File: config.mk
export PLATFORM = sky130hd
export DESIGN_NAME = i2c_regbank_slave
export DESIGN_NICKNAME = d
export VERILOG_FILES = /design/src/rtl/i2c_regbank_pkg.sv /design/src/rtl/i2c_line_sync.sv /design/src/rtl/i2c_slave_fsm.sv /design/src/rtl/i2c_reg_file.sv /design/src/rtl/i2c_regbank_slave.sv
export SDC_FILE = /design/constraint.sdc
export NUM_CORES = 1
export LEC_CHECK = 0
export ABC_CLOCK_PERIOD_IN_PS = 6000
export CAP_MARGIN = 10
export CORE_MARGIN = 2
export CORE_UTILIZATION = 55
export CTS_BUF_LIST = sky130_fd_sc_hd__clkbuf_8 sky130_fd_sc_hd__clkbuf_16
export DETAILED_ROUTE_END_ITERATION = 8
export HOLD_SLACK_MARGIN = 0.06
export PLACE_DENSITY = 0.8
export SYNTH_ARGS = -nofsm -noshare
export SYNTH_HDL_FRONTEND = slang
export SYNTH_SLANG_ARGS = --single-unit
export TNS_END_PERCENT = 20
File: constraint.sdc
create_clock -name clk -period 6 [get_ports clk]
set_input_delay 0.6 -clock clk [delete_from_list [all_inputs] [get_ports clk]]
set_output_delay 0.6 -clock clk [all_outputs]
set_load 0.01 [all_outputs]
File: src/rtl/i2c_regbank_pkg.sv
package i2c_regbank_pkg;

  typedef enum logic [2:0] {
    PH_IDLE,
    PH_RX,
    PH_ACK,
    PH_TX,
    PH_TXACK
  } phase_t;

  typedef enum logic [1:0] {
    K_ADDR,
    K_SUB,
    K_DATA
  } kind_t;

  localparam int IDX_W = 3;

  // True when the received address byte targets this device.
  function automatic logic addr_hit(input logic [7:0] rx_byte, input logic [6:0] dev);
    return rx_byte[7:1] == dev;
  endfunction

  // Maps a sub-address to a register index 1..5; 0 means unmapped.
  function automatic logic [IDX_W-1:0] reg_index(input logic [7:0] sub);
    if (sub >= 8'h01 && sub <= 8'h05) return sub[IDX_W-1:0];
    return '0;
  endfunction

endpackage

File: src/rtl/i2c_line_sync.sv
module i2c_line_sync #(
  parameter int STAGES = 2
) (
  input  logic clk,
  input  logic rst_n,
  input  logic scl_i,
  input  logic sda_i,
  output logic scl_s,
  output logic sda_s,
  output logic scl_rise,
  output logic scl_fall,
  output logic start_ev,
  output logic stop_ev
);

  logic [STAGES-1:0] scl_ff;
  logic [STAGES-1:0] sda_ff;
  logic              scl_q;
  logic              sda_q;

  genvar g;
  generate
    for (g = 0; g < STAGES; g++) begin : g_stage
      if (g == 0) begin : g_first
        always_ff @(posedge clk or negedge rst_n) begin
          if (!rst_n) begin
            scl_ff[0] <= 1'b1;
            sda_ff[0] <= 1'b1;
          end else begin
            scl_ff[0] <= scl_i;
            sda_ff[0] <= sda_i;
          end
        end
      end else begin : g_next
        always_ff @(posedge clk or negedge rst_n) begin
          if (!rst_n) begin
            scl_ff[g] <= 1'b1;
            sda_ff[g] <= 1'b1;
          end else begin
            scl_ff[g] <= scl_ff[g-1];
            sda_ff[g] <= sda_ff[g-1];
          end
        end
      end
    end
  endgenerate

  assign scl_s = scl_ff[STAGES-1];
  assign sda_s = sda_ff[STAGES-1];

  always_ff @(posedge clk or negedge rst_n) begin
    if (!rst_n) begin
      scl_q <= 1'b1;
      sda_q <= 1'b1;
    end else begin
      scl_q <= scl_s;
      sda_q <= sda_s;
    end
  end

  assign scl_rise = scl_s & ~scl_q;
  assign scl_fall = ~scl_s & scl_q;
  assign start_ev = scl_s & scl_q & sda_q & ~sda_s;
  assign stop_ev  = scl_s & scl_q & ~sda_q & sda_s;

endmodule

File: src/rtl/i2c_slave_fsm.sv
module i2c_slave_fsm
  import i2c_regbank_pkg::*;
#(
  parameter logic [6:0] DEV_ADDR = 7'h64,
  parameter int         DW       = 8
) (
  input  logic              clk,
  input  logic              rst_n,
  input  logic              sda_s,
  input  logic              scl_rise,
  input  logic              scl_fall,
  input  logic              start_ev,
  input  logic              stop_ev,
  input  logic [DW-1:0]     rd_data,
  output logic              sda_oe,
  output logic              wr_en,
  output logic [IDX_W-1:0]  wr_idx,
  output logic [DW-1:0]     wr_data,
  output logic [IDX_W-1:0]  rd_idx,
  output phase_t            phase,
  output logic              addr_miss
);

  localparam int CW = $clog2(DW + 1);
  localparam logic [CW-1:0] FULL = CW'(DW);

  kind_t            kind;
  logic [CW-1:0]    cnt;
  logic [DW-1:0]    rx_sh;
  logic [DW-1:0]    tx_sh;
  logic [IDX_W-1:0] ptr;
  logic             rw;
  logic             nack;
  logic             byte_end;

  assign byte_end  = (phase == PH_RX) && scl_fall && (cnt == FULL);
  assign addr_miss = byte_end && (kind == K_ADDR) && !addr_hit(rx_sh, DEV_ADDR);
  assign wr_idx    = ptr;
  assign rd_idx    = ptr;
  assign wr_data   = rx_sh;

  always_ff @(posedge clk or negedge rst_n) begin
    if (!rst_n) begin
      phase  <= PH_IDLE;
      kind   <= K_ADDR;
      cnt    <= '0;
      rx_sh  <= '0;
      tx_sh  <= '0;
      ptr    <= '0;
      rw     <= 1'b0;
      nack   <= 1'b0;
      sda_oe <= 1'b0;
      wr_en  <= 1'b0;
    end else begin
      wr_en <= 1'b0;
      if (start_ev) begin
        phase  <= PH_RX;
        kind   <= K_ADDR;
        cnt    <= '0;
        sda_oe <= 1'b0;
      end else if (stop_ev) begin
        phase  <= PH_IDLE;
        sda_oe <= 1'b0;
      end else begin
        case (phase)
          PH_RX: begin
            if (scl_rise && cnt != FULL) begin
              rx_sh <= {rx_sh[DW-2:0], sda_s};
              cnt   <= cnt + 1'b1;
            end else if (byte_end) begin
              cnt <= '0;
              case (kind)
                K_ADDR: begin
                  if (addr_hit(rx_sh, DEV_ADDR)) begin
                    rw     <= rx_sh[0];
                    sda_oe <= 1'b1;
                    phase  <= PH_ACK;
                  end else begin
                    phase <= PH_IDLE;
                  end
                end
                K_SUB: begin
                  ptr    <= reg_index(rx_sh);
                  sda_oe <= 1'b1;
                  phase  <= PH_ACK;
                end
                default: begin
                  wr_en  <= 1'b1;
                  sda_oe <= 1'b1;
                  phase  <= PH_ACK;
                end
              endcase
            end
          end
          PH_ACK: begin
            if (scl_fall) begin
              cnt <= '0;
              if (kind == K_ADDR && rw) begin
                tx_sh  <= rd_data;
                sda_oe <= ~rd_data[DW-1];
                phase  <= PH_TX;
              end else begin
                sda_oe <= 1'b0;
                kind   <= (kind == K_ADDR) ? K_SUB : K_DATA;
                phase  <= PH_RX;
              end
            end
          end
          PH_TX: begin
            if (scl_rise && cnt != FULL) begin
              cnt <= cnt + 1'b1;
            end else if (scl_fall) begin
              if (cnt == FULL) begin
                sda_oe <= 1'b0;
                cnt    <= '0;
                phase  <= PH_TXACK;
              end else begin
                tx_sh  <= {tx_sh[DW-2:0], 1'b0};
                sda_oe <= ~tx_sh[DW-2];
              end
            end
          end
          PH_TXACK: begin
            if (scl_rise) begin
              nack <= sda_s;
            end else if (scl_fall) begin
              if (!nack) begin
                tx_sh  <= rd_data;
                sda_oe <= ~rd_data[DW-1];
                phase  <= PH_TX;
              end else begin
                phase <= PH_IDLE;
              end
            end
          end
          default: ;
        endcase
      end
    end
  end

endmodule

File: src/rtl/i2c_reg_file.sv
module i2c_reg_file
  import i2c_regbank_pkg::*;
#(
  parameter int          DW    = 8,
  parameter logic [DW-1:0] DEF_A = '0,
  parameter logic [DW-1:0] DEF_B = '1,
  parameter logic [DW-1:0] DEF_C = '0,
  parameter logic [DW-1:0] DEF_E = '0
) (
  input  logic              clk,
  input  logic              rst_n,
  input  logic              wr_en,
  input  logic [IDX_W-1:0]  wr_idx,
  input  logic [DW-1:0]     wr_data,
  input  logic [IDX_W-1:0]  rd_idx,
  input  logic [DW-1:0]     alarm_i,
  output logic [DW-1:0]     reg_a,
  output logic [DW-1:0]     reg_b,
  output logic [DW-1:0]     reg_c,
  output logic [DW-1:0]     reg_e,
  output logic [DW-1:0]     rd_data,
  output logic              c_wr_stb
);

  localparam logic [IDX_W-1:0] IX_A = 3'd1;
  localparam logic [IDX_W-1:0] IX_B = 3'd2;
  localparam logic [IDX_W-1:0] IX_C = 3'd3;
  localparam logic [IDX_W-1:0] IX_D = 3'd4;
  localparam logic [IDX_W-1:0] IX_E = 3'd5;

  always_ff @(posedge clk or negedge rst_n) begin
    if (!rst_n) begin
      reg_a    <= DEF_A;
      reg_b    <= DEF_B;
      reg_c    <= DEF_C;
      reg_e    <= DEF_E;
      c_wr_stb <= 1'b0;
    end else begin
      c_wr_stb <= wr_en && (wr_idx == IX_C);
      if (wr_en) begin
        case (wr_idx)
          IX_A: reg_a <= wr_data;
          IX_B: reg_b <= wr_data;
          IX_C: reg_c <= wr_data;
          IX_E: reg_e <= wr_data;
          default: ;
        endcase
      end
    end
  end

  always_comb begin
    case (rd_idx)
      IX_C:    rd_data = reg_c;
      IX_D:    rd_data = alarm_i;
      default: rd_data = '0;
    endcase
  end

endmodule

File: src/rtl/i2c_regbank_slave.sv
module i2c_regbank_slave
  import i2c_regbank_pkg::*;
#(
  parameter logic [6:0] DEV_ADDR = 7'h64,
  parameter int         DW       = 8,
  parameter int         SYNC     = 2
) (
  input  logic          clk,
  input  logic          rst_n,
  input  logic          scl_i,
  input  logic          sda_i,
  output logic          sda_oe,
  input  logic [DW-1:0] alarm_i,
  output logic [DW-1:0] reg_a_o,
  output logic [DW-1:0] reg_b_o,
  output logic [DW-1:0] reg_c_o,
  output logic [DW-1:0] reg_e_o,
  output logic          c_wr_stb
);

  logic             scl_s;
  logic             sda_s;
  logic             scl_rise;
  logic             scl_fall;
  logic             start_ev;
  logic             stop_ev;
  logic             wr_en;
  logic [IDX_W-1:0] wr_idx;
  logic [IDX_W-1:0] rd_idx;
  logic [DW-1:0]    wr_data;
  logic [DW-1:0]    rd_data;
  logic             addr_miss;
  phase_t           phase;

  i2c_line_sync #(.STAGES(SYNC)) u_sync (
    .clk(clk), .rst_n(rst_n), .scl_i(scl_i), .sda_i(sda_i),
    .scl_s(scl_s), .sda_s(sda_s), .scl_rise(scl_rise), .scl_fall(scl_fall),
    .start_ev(start_ev), .stop_ev(stop_ev)
  );

  i2c_slave_fsm #(.DEV_ADDR(DEV_ADDR), .DW(DW)) u_fsm (
    .clk(clk), .rst_n(rst_n), .sda_s(sda_s), .scl_rise(scl_rise),
    .scl_fall(scl_fall), .start_ev(start_ev), .stop_ev(stop_ev),
    .rd_data(rd_data), .sda_oe(sda_oe), .wr_en(wr_en), .wr_idx(wr_idx),
    .wr_data(wr_data), .rd_idx(rd_idx), .phase(phase), .addr_miss(addr_miss)
  );

  i2c_reg_file #(.DW(DW)) u_regs (
    .clk(clk), .rst_n(rst_n), .wr_en(wr_en), .wr_idx(wr_idx),
    .wr_data(wr_data), .rd_idx(rd_idx), .alarm_i(alarm_i),
    .reg_a(reg_a_o), .reg_b(reg_b_o), .reg_c(reg_c_o), .reg_e(reg_e_o),
    .rd_data(rd_data), .c_wr_stb(c_wr_stb)
  );

endmodule

==> metrics.md <==
| Metric | Value |
|---|---|
| Commonest non-fill, non-tap cell in the layout | `dfrtp_1` |
| Fin crit share | `37.9%` |
| First-pass GRT wire length | `11500 µm` |
| Syn Inst Count | `264` |
| Hold Slack | `0.356 ns` |
| Status | `completed` |
| Clock Latency Late Sink | `0.34 ns` |
| CTS Buf Count | `9` |
| Root Buffer | `clkbuf_8` |
| Die footprint | `0.00647 mm²` |
| EDFF count, synth | `0` |
| Routed WL per cell | `17.7 µm` |
| WP data arrival | `2.50 ns` |
| Synth warnings | `0` |
| Via count | `2277` |
| Placed insts | `373` |
| Initial Util | `57.7%` |
| CP max FO | `8` |
| Asr flop ratio synth | `100%` |
| RSZ-0062 raised after global routing | `false` |
| Final Max Slew Viols | `0` |
| CTS tree | `yes` |
| CTS sink count | `70` |
| Actual slew at the worst max-slew pin | `1.05 ns` |
| Vias in the first global route | `2312` |
| Die Width | `80.5 µm` |
| Initial DRC count | `168` |
| Syn Area/Cell | `12.2 µm²` |
| Dpl hpwl | `4600 µm` |
| Min-Delay Path Class | `reg2reg` |
| Top FF cell, synth | `dfrtp_1` |
| Post-CTS Resized | `0` |
| Setup ws final | `3.73 ns` |
| Most frequent cells in the layout | `dfrtp_1, mux2_2, clkdlybuf4s50_1, nor2_1, dfstp_2` |
| Syn nets | `278` |
| Synth cell types | `52` |
| DR DRC count | `0` |
| Max-cap violations | `0` |
| Final setup vio count | `0` |
| Worst VDD drop | `168 µV` |
| ANT cells | `0` |
| Critical Path RT | `6.22 ns` |
| DP Worst Slack | `3.81 ns` |
| Max Buffers Root-to-Sink | `2` |
| Site row count | `27` |
| Worst-path clk slew | `0.08 ns` |
| First-pass detailed-route iteration total | `4` |
| Final Non-Filler Cells | `389` |
| Post-route cell area | `0.00391 mm²` |
| Fmax | `0.440 GHz` |
| Antenna violations before repair | `0` |
| Fin nets | `326` |
| Ports | `46` |
| Syn Std Cell Area | `0.00322 mm²` |
| # port buffers | `45` |
| Final Hold Fails | `0` |
| CP max-delay cell | `o311ai_0` |
| GRT overflow | `0` |
| Area delta synth->final | `21.4%` |
| Mean number of vias per cell | `5.85` |
| Placed cell area | `0.00371 mm²` |
| Total wire length | `6870 µm` |
| Worst-path cell chain | `inv_1 -> ha_1 -> nand3b_2 -> and3_1 -> o311ai_0 -> nand3_1 -> a32o_1` |
| Pwr dens | `326 mW/mm²` |
| Min Tclk post-route | `2.27 ns` |
| Critical path endpoint category | `register` |
| Crit Path Class | `reg2reg` |
| Delay of the slowest critical-path stage | `0.62 ns` |
| Total Power | `1.27 mW` |
| Sequential area share after synthesis | `55.0%` |
| Routability cong. | `0.846` |
| Critical path buffers and inverters | `1` |
| Largest net degree at the start of global routing | `71` |
| Chip Height | `80.5 µm` |
| Post-route ant nets | `0` |
| GRT Util Overall | `23.8%` |
| Setup Fix Bufs, Post-CTS | `0` |
| Sum Neg Setup Slack | `0 ns` |
| Worst slew margin | `29.4%` |
| CTS H-tree depth | `3` |
| Startpoint Class | `register` |
| Core region area | `0.00557 mm²` |
| Layout Utilization | `70.1%` |
| Worst-case clock skew | `0.00946 ns` |
| Seq cells post-synth | `70` |
| FILL cells | `407` |
| LEAKAGE | `1.76 nW` |
| Layout cells sized above 1 | `28.4%` |
| Hold_buf cts | `0` |
| CP top delay family | `compound AO/OA/AOI/OAI gates` |
[layout make-up]
class                           instances  area (µm²)  area share, %
Timing Repair Buffer                   46         453           11.6
Sequential cell                        70        1770           45.3
Clock buffer                            9         124           3.17
Multi-Input combinational cell        175        1370           35.0
Tap cell                               72        90.1           2.31
Inverter                               10        37.5          0.961
Clock inverter                          7        66.3           1.70
[routing by layer]
layer / up-vias / part of all wire, % / GRT usage [%]
met3: 7 / 5.3 / 5.73
met2: 71 / 47 / 35.1
met1: 1142 / 47 / 33.7
met5: - / 0 / 0
met4: 0 / 0.84 / 9.83
li1: 1057 / - / -
[kinds of logic (layout without fill, tap and decap cells)]
group / count (synthesis) / after routing / synth area share (%)
AO/OA/AOI/OAI: 44 / 44 / 10.1
XOR/XNOR: 1 / 1 / 0.272
adder cells (fa/ha/maj): 2 / 2 / 0.778
buffers and inverters: 19 / 72 / 2.53
flip-flops: 70 / 70 / 55.0
multiplexers: 51 / 51 / 17.8
AND/OR/NAND/NOR: 77 / 77 / 13.5
[path summary, 6_finish.rpt]
path,endpoint,depth (start not counted),from,slack (ns)
min in group asynchronous,u_regs.reg_e[0],2,rst_n,0.45
hold reg to reg,u_sync.sda_s,0,u_sync.sda_ff[0],0.36
max in group asynchronous,u_fsm.tx_sh[0],2,rst_n,4.99
setup / recovery,u_fsm.phase[1],7,u_fsm.cnt[0],3.73
hold / removal,u_sync.sda_s,0,u_sync.sda_ff[0],0.36
setup reg to reg,u_fsm.phase[1],7,u_fsm.cnt[0],3.73
[cells in the mapped netlist (all sizes together), types with 2 or more instances]
| cell | instances | area share [%] |
|---|---|---|
| dfrtp | 56 | 44 |
| mux2 | 49 | 17 |
| nor2 | 18 | 2.1 |
| dfstp | 14 | 11 |
| nand3 | 13 | 2.0 |
| o21ai | 12 | 1.9 |
| nand2 | 11 | 1.3 |
| inv | 10 | 1.2 |
| a221oi | 8 | 2.7 |
| a21oi | 7 | 1.1 |
| nor3 | 6 | 1.2 |
| buf | 5 | 0.86 |
| clkbuf | 4 | 0.51 |
| nand2b | 4 | 0.78 |
| and3 | 3 | 0.58 |
| nor2b | 3 | 0.58 |
| or2 | 3 | 0.58 |
| a211oi | 2 | 0.47 |
| a22oi | 2 | 0.47 |
| a31oi | 2 | 0.39 |
| and2b | 2 | 0.47 |
| ha | 2 | 0.78 |
| mux2i | 2 | 0.62 |
| nand4 | 2 | 0.39 |
| nor3b | 2 | 0.82 |
| o31ai | 2 | 0.47 |
| or3 | 2 | 0.39 |
[registers in the layout, indices dropped and copies added, names as in the netlist, 2 cells and up]
name / cells
u_fsm.phase: 3
u_fsm.kind: 2
u_regs.reg_b: 8
u_regs.reg_a: 8
u_fsm.rd_idx: 3
u_regs.reg_e: 8
u_fsm.tx_sh: 7
u_fsm.wr_data: 8
u_fsm.cnt: 4
u_regs.reg_c: 8
[report_power, final]
group / switching, mW / internal [mW]
Combinational: 0.152 / 0.137
Clock: 0.173 / 0.189
Sequential: 0.0917 / 0.530
Note: power is estimated with default switching activity, not from simulation.
